===== config.mk =====
export PLATFORM = sky130hd
export DESIGN_NAME = ocnt_top
export DESIGN_NICKNAME = d
export VERILOG_FILES = /design/src/rtl/ocnt_pkg.sv /design/src/rtl/ocnt_dp.sv /design/src/rtl/ocnt_ctrl.sv /design/src/rtl/ocnt_top.sv
export SDC_FILE = /design/constraint.sdc
export NUM_CORES = 1
export LEC_CHECK = 0
export BUFFER_PORTS_ARGS = -buffer_cell sky130_fd_sc_hd__buf_2
export CORE_MARGIN = 2
export CORE_UTILIZATION = 50
export CTS_CLUSTER_SIZE = 8
export DETAILED_ROUTE_END_ITERATION = 10
export GPL_TIMING_DRIVEN = 0
export HOLD_SLACK_MARGIN = 0.08
export PLACE_DENSITY = 0.72
export SLEW_MARGIN = 20
export SYNTH_ARGS = -nofsm -noshare
export SYNTH_HDL_FRONTEND = slang
export SYNTH_SLANG_ARGS = --single-unit

===== constraint.sdc =====
create_clock -name clk -period 1.4 [get_ports clk]
set_input_delay 0.21 -clock clk [delete_from_list [all_inputs] [get_ports clk]]
set_output_delay 0.21 -clock clk [all_outputs]
set_load 0.1 [all_outputs]

===== src/rtl/ocnt_pkg.sv =====
package ocnt_pkg;

    typedef enum logic [1:0] {
        ST_IDLE   = 2'd0,
        ST_SCAN   = 2'd1,
        ST_TALLY  = 2'd2,
        ST_FINISH = 2'd3
    } ocnt_state_e;

endpackage


===== src/rtl/ocnt_dp.sv =====
module ocnt_dp #(
    parameter int WIDTH = 8,
    parameter int CNT_W = 4
) (
    input  logic             clk,
    input  logic             rst,
    input  logic             ld,
    input  logic             shift,
    input  logic             tally,
    input  logic [WIDTH-1:0] din,
    output logic             a_zero,
    output logic [CNT_W-1:0] count
);

    localparam int MSB = WIDTH - 1;

    logic [WIDTH-1:0] work_q;
    logic             flag_q;
    logic [CNT_W-1:0] tally_q;

    // work register: loaded from din, then drained from the top
    always_ff @(posedge clk) begin
        if (rst) begin
            work_q <= '0;
        end else if (ld) begin
            work_q <= din;
        end else if (shift) begin
            work_q <= {work_q[MSB-1:0], 1'b0};
        end
    end

    // single-bit flag catches the bit leaving the top
    always_ff @(posedge clk) begin
        if (rst || ld) begin
            flag_q <= 1'b0;
        end else if (shift) begin
            flag_q <= work_q[MSB];
        end
    end

    // tally register
    always_ff @(posedge clk) begin
        if (rst || ld) begin
            tally_q <= '0;
        end else if (tally && flag_q) begin
            tally_q <= tally_q + 1'b1;
        end
    end

    assign a_zero = (work_q == '0);
    assign count  = tally_q;

endmodule


===== src/rtl/ocnt_ctrl.sv =====
module ocnt_ctrl
    import ocnt_pkg::*;
(
    input  logic clk,
    input  logic rst,
    input  logic start,
    input  logic a_zero,
    output logic ld,
    output logic shift,
    output logic tally,
    output logic busy,
    output logic done
);

    ocnt_state_e state_q, nxt;
    ocnt_state_e tgt_lo, tgt_hi;
    logic        sel;

    // state register
    always_ff @(posedge clk) begin
        if (rst) begin
            state_q <= ST_IDLE;
        end else begin
            state_q <= nxt;
        end
    end

    // next-state multiplexer: each state supplies a select and two targets
    always_comb begin
        sel    = 1'b0;
        tgt_lo = ST_IDLE;
        tgt_hi = ST_IDLE;
        unique case (state_q)
            ST_IDLE: begin
                sel    = start;
                tgt_lo = ST_IDLE;
                tgt_hi = ST_SCAN;
            end
            ST_SCAN: begin
                sel    = a_zero;
                tgt_lo = ST_TALLY;
                tgt_hi = ST_FINISH;
            end
            ST_TALLY: begin
                sel    = 1'b0;
                tgt_lo = ST_SCAN;
                tgt_hi = ST_SCAN;
            end
            ST_FINISH: begin
                sel    = 1'b0;
                tgt_lo = ST_IDLE;
                tgt_hi = ST_IDLE;
            end
            default: begin
                sel    = 1'b0;
                tgt_lo = ST_IDLE;
                tgt_hi = ST_IDLE;
            end
        endcase
        nxt = sel ? tgt_hi : tgt_lo;
    end

    // control outputs
    always_comb begin
        ld    = 1'b0;
        shift = 1'b0;
        tally = 1'b0;
        busy  = 1'b1;
        done  = 1'b0;
        unique case (state_q)
            ST_IDLE: begin
                busy = 1'b0;
                ld   = start;
            end
            ST_SCAN:   shift = ~a_zero;
            ST_TALLY:  tally = 1'b1;
            ST_FINISH: done  = 1'b1;
            default:   busy  = 1'b0;
        endcase
    end

endmodule


===== src/rtl/ocnt_top.sv =====
module ocnt_top #(
    parameter  int WIDTH = 8,
    localparam int CNT_W = $clog2(WIDTH + 1)
) (
    input  logic             clk,
    input  logic             rst,
    input  logic             start,
    input  logic [WIDTH-1:0] din,
    output logic             busy,
    output logic             done,
    output logic [CNT_W-1:0] count
);

    logic ld, shift, tally, a_zero;

    ocnt_ctrl u_ctrl (
        .clk    (clk),
        .rst    (rst),
        .start  (start),
        .a_zero (a_zero),
        .ld     (ld),
        .shift  (shift),
        .tally  (tally),
        .busy   (busy),
        .done   (done)
    );

    ocnt_dp #(
        .WIDTH (WIDTH),
        .CNT_W (CNT_W)
    ) u_dp (
        .clk    (clk),
        .rst    (rst),
        .ld     (ld),
        .shift  (shift),
        .tally  (tally),
        .din    (din),
        .a_zero (a_zero),
        .count  (count)
    );

endmodule


==> results by group, run 1 <==
Setup path
  – Worst endpoint required time: 1.19 ns
  – CP Depth: 2
  – Cell type of the slowest stage on the worst timing path: dfxtp_1
  – Reg2Reg Capture Point: u_dp.work_q[5]$_SDFFE_PP0P_
  – R2R Setup Slk: 0.07 ns
  – CP Buf/Inv Count: 1
  – Crit path kind: register to output pin
  – Delay of the slowest cell on the worst path: 0.42 ns
  – Worst R2R Start: u_ctrl.state_q[1]$_SDFF_PP0_
  – Crit path cell chain: and2_2 > buf_4
  – Critical path data arrival time: 1.13 ns
  – R2R cell count: 5
  – CP endpoint kind: output pin
  – Crit-path leading delay family: flip-flops
  – Worst setup SP type: register
  – Crit Path Max Fanout: 7

Clock network
  – Clock root buffer: clkbuf_4
  – Worst-Skew Late Latency: 0.27 ns
  – CTS Buffer Depth: 2
  – CTS tree: done
  – Hold_buf cts: 0
  – Clock Pin Slew Worst Setup and Hold Paths: 0.09 ns
  – Postcts setup bufs: 0
  – CTS Sinks: 15
  – Htree depth: 1
  – Cts bufs inserted: 3

Route
  – Via/cell ratio: 5.42
  – WL/cell: 12.7 um
  – Total number of vias: 575
  – DRT Wirelength: 1.35 mm
  – DR pass1 iterations: 4
  – Initial drt markers: 9
  – Final ANT Viol Nets: 0
  – Detailed-route DRC error count: 0

Place
  – HPWL after DPL: 948 um
  – Final GP Congestion: 0.726
  – IO Port Bufs: 16
  – Post-DP Area: 826 um2
  – Setup WS pre-CTS: 0.0577 ns

Power
  – PwrDens: 1080 nW/um2
  – Sequential Power Share: 0.515
  – Clock network fraction of design power: 0.263
  – Switching power: 0.282 mW
  – Comb pwr share: 0.222
  – Sw frac: 0.301
  – Tot Pwr: 0.935 mW
  – VDD IR max: 0.000988 V
  – Pleak: 0.403 nW
  – Int Power: 0.653 mW

GRT
  – Vias in the first global route: 517
  – Overall Global Routing Usage: 0.168
  – Global-route wire length before repair: 2.28 mm
  – Grt total ovfl: 0
  – Number of antenna violations at the first check in global routing: 0
  – Largest net degree at the start of global routing: 11

Floorplanning
  – Num rows: 13
  – Die ar.: 1770 um2
  – Horiz. Die Dim: 42.1 um
  – Starting Density: 0.543
  – DIE HEIGHT: 42.1 um
  – Ports: 17
  – Core ar.: 1330 um2

Timing
  – Slew HR: 0.575
  – Slew Limit Fails: 0
  – Tcrit/Tclk final: 0.959
  – Final-report setup violation count: 0
  – Unrepaired setup endpoints after global routing: false
  – Final hold violation count: 0
  – Crit path time final: 1.34 ns
  – Final Skew: 0.000782 ns
  – Worst slew pin tran: 0.637 ns
  – FMAX: 745 MHz
  – Fin worst setup slack: 0.0576 ns
  – Setup TNS: 0 ns
  – Hold_ws: 0.194 ns

Logic synthesis
  – Top cell type's share of synthesized area: 0.415
  – Post-synth top area cell: dfxtp_1
  – Main synth FF type: dfxtp_1
  – Post-synth ARST share: 0
  – Sequential area share after synthesis: 0.415
  – Largest cells by area after synthesis: dfxtp_1 41%, mux2i_1 12%, a211oi_2 12%
  – Synthesized net count: 83
  – Post-Synthesis Cells: 71
  – Most instantiated library cell after synthesis: dfxtp_1
  – Synth cell count leaders: 15 x dfxtp_1, 12 x nor2_1, 9 x mux2i_1
  – Syn avg cell area: 10.2 um2
  – Mapped Area: 724 um2
  – EDFF count, synth: 0
  – Synth cell types: 23
  – Synth warnings: 0
  – Synthesis-stage register bit count: 15

Hold path
  – Worst Hold Class: primary input to register
  – Hold Path Sink: u_dp.work_q[0]$_SDFFE_PP0P_
  – HP Start: din[0]
  – Hold depth: 3

Job
  – Max cap viols: 0

Run status
  – Status: finished, final reports clean

Cells and area
  – Ant diodes: 0
  – Finished Cell Area: 862 um2
  – Area delta synth->final: 19.0%
  – Share of layout cells above drive strength 1: 0.385
  – Layout Nets: 104
-- through the flow --
stage          utilization  std cells
2_1_floorplan            -         71
3_3_place_gp         0.619        102
3_5_place_dp         0.619        102
4_1_cts              0.644        106
5_1_grt              0.646        106
6_report             0.646        106
-- power by group through the flow --
| stage | Sequential, mW | Clock (mW) | Combinational [mW] |
|---|---|---|---|
| finish | 0.481 | 0.246 | 0.208 |
| global route | 0.487 | 0.269 | 0.225 |
| CTS | 0.480 | 0.251 | 0.207 |
| detailed placement | 0.490 | 0 | 0.203 |
| global placement | 0.489 | 0 | 0.200 |
| floorplan | 0.484 | 0 | 0.167 |
-- cells in the final DEF (no fill, tap or decap), drive strengths merged, types with 2 or more instances in the layout --
cell type  netlist  layout
a211oi           7       7
a21oi            4       4
buf              3      19
clkbuf           1       4
dfxtp           15      15
mux2i            9       9
nand3            4       4
nand3b           2       2
nor2            12      12
nor4             2       2
xor2             2       2
-- state kept, by name (all words and copies together), names as in the netlist --
signal	count
u_dp.count	4
u_dp.flag_q	1
u_ctrl.state_q	2
u_dp.work_q	8
-- cell type report --
type | count | area [um2]
fill | 111 | 472
timing repair buffer | 16 | 85.1
clock inverter | 1 | 5.00
tap | 15 | 18.8
buffer | 4 | 42.5
inverter | 1 | 3.75
multi-input combinational | 51 | 380
clock buffer | 3 | 22.5
sequential | 15 | 304
-- layer usage --
layer,global-route usage,share of wire,vias up
met5,0,0,-
met4,0.0563,0.010,0
met3,0.0517,0.035,2
met2,0.297,0.50,10
met1,0.192,0.45,269
li1,-,-,294
-- cells by family after synthesis --
logic type,synth area share
compound gates,0.166
xor+xnor,0.0242
fa+ha+maj,0.0173
buf+inv,0.0639
flops,0.415
mux,0.124
simple gates,0.190
-- repair_timing --
action,in CTS,in global routing
pin swaps,0,0
endpoints found under the setup margin,2,7
gates resized for setup,2,2
-- worst max path at each step --
| stage | startpoint | to | slack [ns] |
|---|---|---|---|
| after floorplan | u_dp.count[2]$_SDFFE_PP0P_ | u_dp.count[3]$_SDFFE_PP0P_ | -0.23 |
| after global placement | u_ctrl.state_q[1]$_SDFF_PP0_ | u_dp.work_q[5]$_SDFFE_PP0P_ | 0.07 |
| after detailed placement | u_ctrl.state_q[1]$_SDFF_PP0_ | u_dp.work_q[5]$_SDFFE_PP0P_ | 0.06 |
| after CTS | u_ctrl.state_q[1]$_SDFF_PP0_ | done | 0.04 |
| after global routing | u_ctrl.state_q[1]$_SDFF_PP0_ | u_dp.work_q[5]$_SDFFE_PP0P_ | 0.001 |
| final | u_ctrl.state_q[0]$_SDFF_PP0_ | done | 0.06 |
-- worst min-delay path: stages --
cell     delay, ns
buf_2         0.09
nand3_1       0.07
a21oi_1       0.05
Note: power is estimated with default switching activity, not from simulation.
==> run 2, diff against run 1 <==
Settings changed: CORE_ASPECT_RATIO set to 0.8, CORE_UTILIZATION 50 to 30, PLACE_DENSITY 0.72 to 0.47.
==> results by group, run 2 (synthesis gave the netlist of run 1 again) <==
Timing
  – FMAX: 744 MHz (-0.15%)
  – Setup TNS: 0 ns (unchanged)
  – Tcrit/Tclk final: 0.960 (+0.00145)
  – Unrepaired setup endpoints after global routing: false
  – Final hold violation count: 0 (unchanged)
  – Crit path time final: 1.34 ns (+0.00204 ns)
  – Final-report setup violation count: 0 (unchanged)
  – Worst slew pin tran: 0.636 ns (-0.000516 ns)
  – Slew HR: 0.576 (about the same)
  – Fin worst setup slack: 0.0555 ns (-0.00204 ns)
  – Final Skew: 0.00215 ns (+0.00137 ns)
  – Slew Limit Fails: 0 (unchanged)

Cells and area
  – Top reg by flops: u_dp.work_q
  – Commonest non-fill, non-tap cell in the layout: buf_2
  – Largest register FFs: 8 (unchanged)
  – Area delta synth->final: 21.4%
  – Commonest cells after routing, fill and taps aside: 14 x buf_2, 12 x nor2_1, 11 x dfxtp_1
  – Ant diodes: 0 (unchanged)
  – Share of layout cells above drive strength 1: 0.374 (-0.0110)
  – Finished Cell Area: 880 um2 (+2.0%)
  – Final Util: 0.397 (-0.249)
  – Layout Nets: 104 (unchanged)
  – Fillers: 222 (+100%)
  – Register area: 305 um2 (+0.41%)
  – Multi-input gate area: 378 um2 (-0.66%)

Hold path
  – Worst Hold Class: primary input to register
  – HP Start: din[0]
  – Hold depth: 3 (unchanged)
  – Hold Path Sink: u_dp.work_q[0]$_SDFFE_PP0P_

Setup path
  – Worst setup SP type: register
  – Worst R2R Start: u_ctrl.state_q[1]$_SDFF_PP0_
  – Critical Path Start: u_ctrl.state_q[1]$_SDFF_PP0_
  – Delay of the slowest cell on the worst path: 0.39 ns (-0.03 ns)
  – CP endpoint kind: register
  – Crit path kind: register to register
  – R2R Setup Slk: 0.06 ns (about the same)
  – Cell type of the slowest stage on the worst timing path: or3b_1
  – Crit Path Max Fanout: 10 (+3)
  – R2R cell count: 5 (unchanged)
  – Critical path data arrival time: 1.49 ns (+0.36 ns)
  – Reg2Reg Capture Point: u_dp.work_q[4]$_SDFFE_PP0P_
  – Crit path cell chain: or3b_1 > buf_6 > buf_12 > nor2_1 > a211oi_2
  – Crit-path leading delay family: simple AND/OR/NAND/NOR gates
  – CP Buf/Inv Count: 2 (+1)
  – Worst endpoint required time: 1.54 ns (+0.35 ns)

Clock network
  – CTS tree: done
  – CTS Buffer Depth: 2 (unchanged)
  – Clock root buffer: clkbuf_4
  – CTS Sinks: 15 (unchanged)
  – Postcts setup bufs: 0 (unchanged)
  – Cts bufs inserted: 3 (unchanged)
  – Hold_buf cts: 0 (unchanged)
  – Worst-Skew Late Latency: 0.28 ns (about the same)
  – Clock Pin Slew Worst Setup and Hold Paths: 0.08 ns (about the same)
  – Htree depth: 1 (unchanged)

GRT
  – Number of antenna violations at the first check in global routing: 0 (unchanged)
  – Overall Global Routing Usage: 0.119 (-0.0491)
  – Global-route wire length before repair: 2.43 mm (+6.4%)
  – Grt total ovfl: 0 (unchanged)
  – Vias in the first global route: 542 (+4.8%)
  – Largest net degree at the start of global routing: 11 (unchanged)

Floorplanning
  – Die ar.: 2830 um2 (+60%)
  – DIE HEIGHT: 48.0 um (+14%)
  – Core ar.: 2210 um2 (+66%)
  – Num rows: 15 (+2)
  – Starting Density: 0.327 (-0.216)
  – Ports: 17 (unchanged)
  – Horiz. Die Dim: 58.9 um (+40%)

Power
  – VDD IR max: 0.000629 V (-36%)
  – PwrDens: 1060 nW/um2 (-2.0%)
  – Tot Pwr: 0.935 mW (about the same)
  – Pleak: 0.403 nW (-0.14%)

Place
  – IO Port Bufs: 16 (unchanged)
  – Post-DP Area: 838 um2 (+1.5%)
  – HPWL after DPL: 1.03 mm (+8.5%)
  – Final GP Congestion: 0.648 (-11%)
  – Setup WS pre-CTS: 0.0369 ns (-0.0208 ns)

Job
  – Max cap viols: 0 (unchanged)

Route
  – Detailed-route DRC error count: 1 (+1)
  – Via/cell ratio: 4.88 (-10%)
  – Final ANT Viol Nets: 0 (unchanged)
  – Initial drt markers: 3 (-6)
  – Total number of vias: 566 (-1.6%)
  – WL/cell: 12.0 um (-6.0%)
  – DRT Wirelength: 1.39 mm (+2.8%)
  – DR pass1 iterations: 6 (+2)

Run status
  – Status: finished, violations left
  – Violated checks: design-rule violations
==> run 2: cell types whose count changed in the layout (fill, tap and decap cells not counted), sizes merged <==
cell / change
clkbuf: +1
clkinv: -1
==> run 2: layer usage <==
layer / up-vias / wire length [um] / GRT usage
met5: - / 0 / 0
met4: 0 / 10 / 0.0409
met1: 254 / 716 / 0.160
li1: 297 / - / -
met3: 2 / 100 / 0.0541
met2: 13 / 560 / 0.169
==> run 2: how the worst max path moves through the flow <==
stage | to | depth (start not counted) | slack (ns)
2_1_floorplan | u_dp.count[3]$_SDFFE_PP0P_ | 3 | -0.23
3_3_place_gp | u_dp.work_q[4]$_SDFFE_PP0P_ | 5 | 0.05
3_5_place_dp | u_dp.work_q[4]$_SDFFE_PP0P_ | 5 | 0.04
4_1_cts | u_dp.work_q[4]$_SDFFE_PP0P_ | 5 | 0.02
5_1_grt | u_dp.work_q[4]$_SDFFE_PP0P_ | 5 | 0.003
6_report | u_dp.work_q[4]$_SDFFE_PP0P_ | 5 | 0.06
==> run 2: repair_timing <==
action / 4_1_cts / 5_1_grt
pin swaps: 0 / 0
resized for setup: 3 / 3
setup endpoints to repair: 2 / 10
==> run 2: through the flow <==
stage                     hold slack, ns  std cells
after global placement             0.464        112
after detailed placement           0.482        112
after global routing               0.220        116
after floorplan                    0.358         71
final                              0.183        116
after CTS                          0.176        116
==> run 2: cell type report <==
type	count	share of cell area
clock buffers	4	0.0299
multi-input cells	51	0.430
plain buffers	4	0.0484
flip-flops and latches	15	0.347
inverters	1	0.00427
well taps	25	0.0356
repair buffers	16	0.105
==> run 2: worst reg2reg max path, stage by stage, from the launching register on <==
cell,delay [ns]
dfxtp_2,0.36
or3b_1,0.39
buf_6,0.15
buf_12,0.14
nor2_1,0.12
a211oi_2,0.06
==> run 2: power by group <==
part	total (mW)	switching (mW)	leakage, nW	internal, mW
clock	0.243	0.133	0.0150	0.111
sequential	0.482	0.0255	0.125	0.457
combinational	0.210	0.116	0.263	0.0939
total	0.935	0.274	0.403	0.661
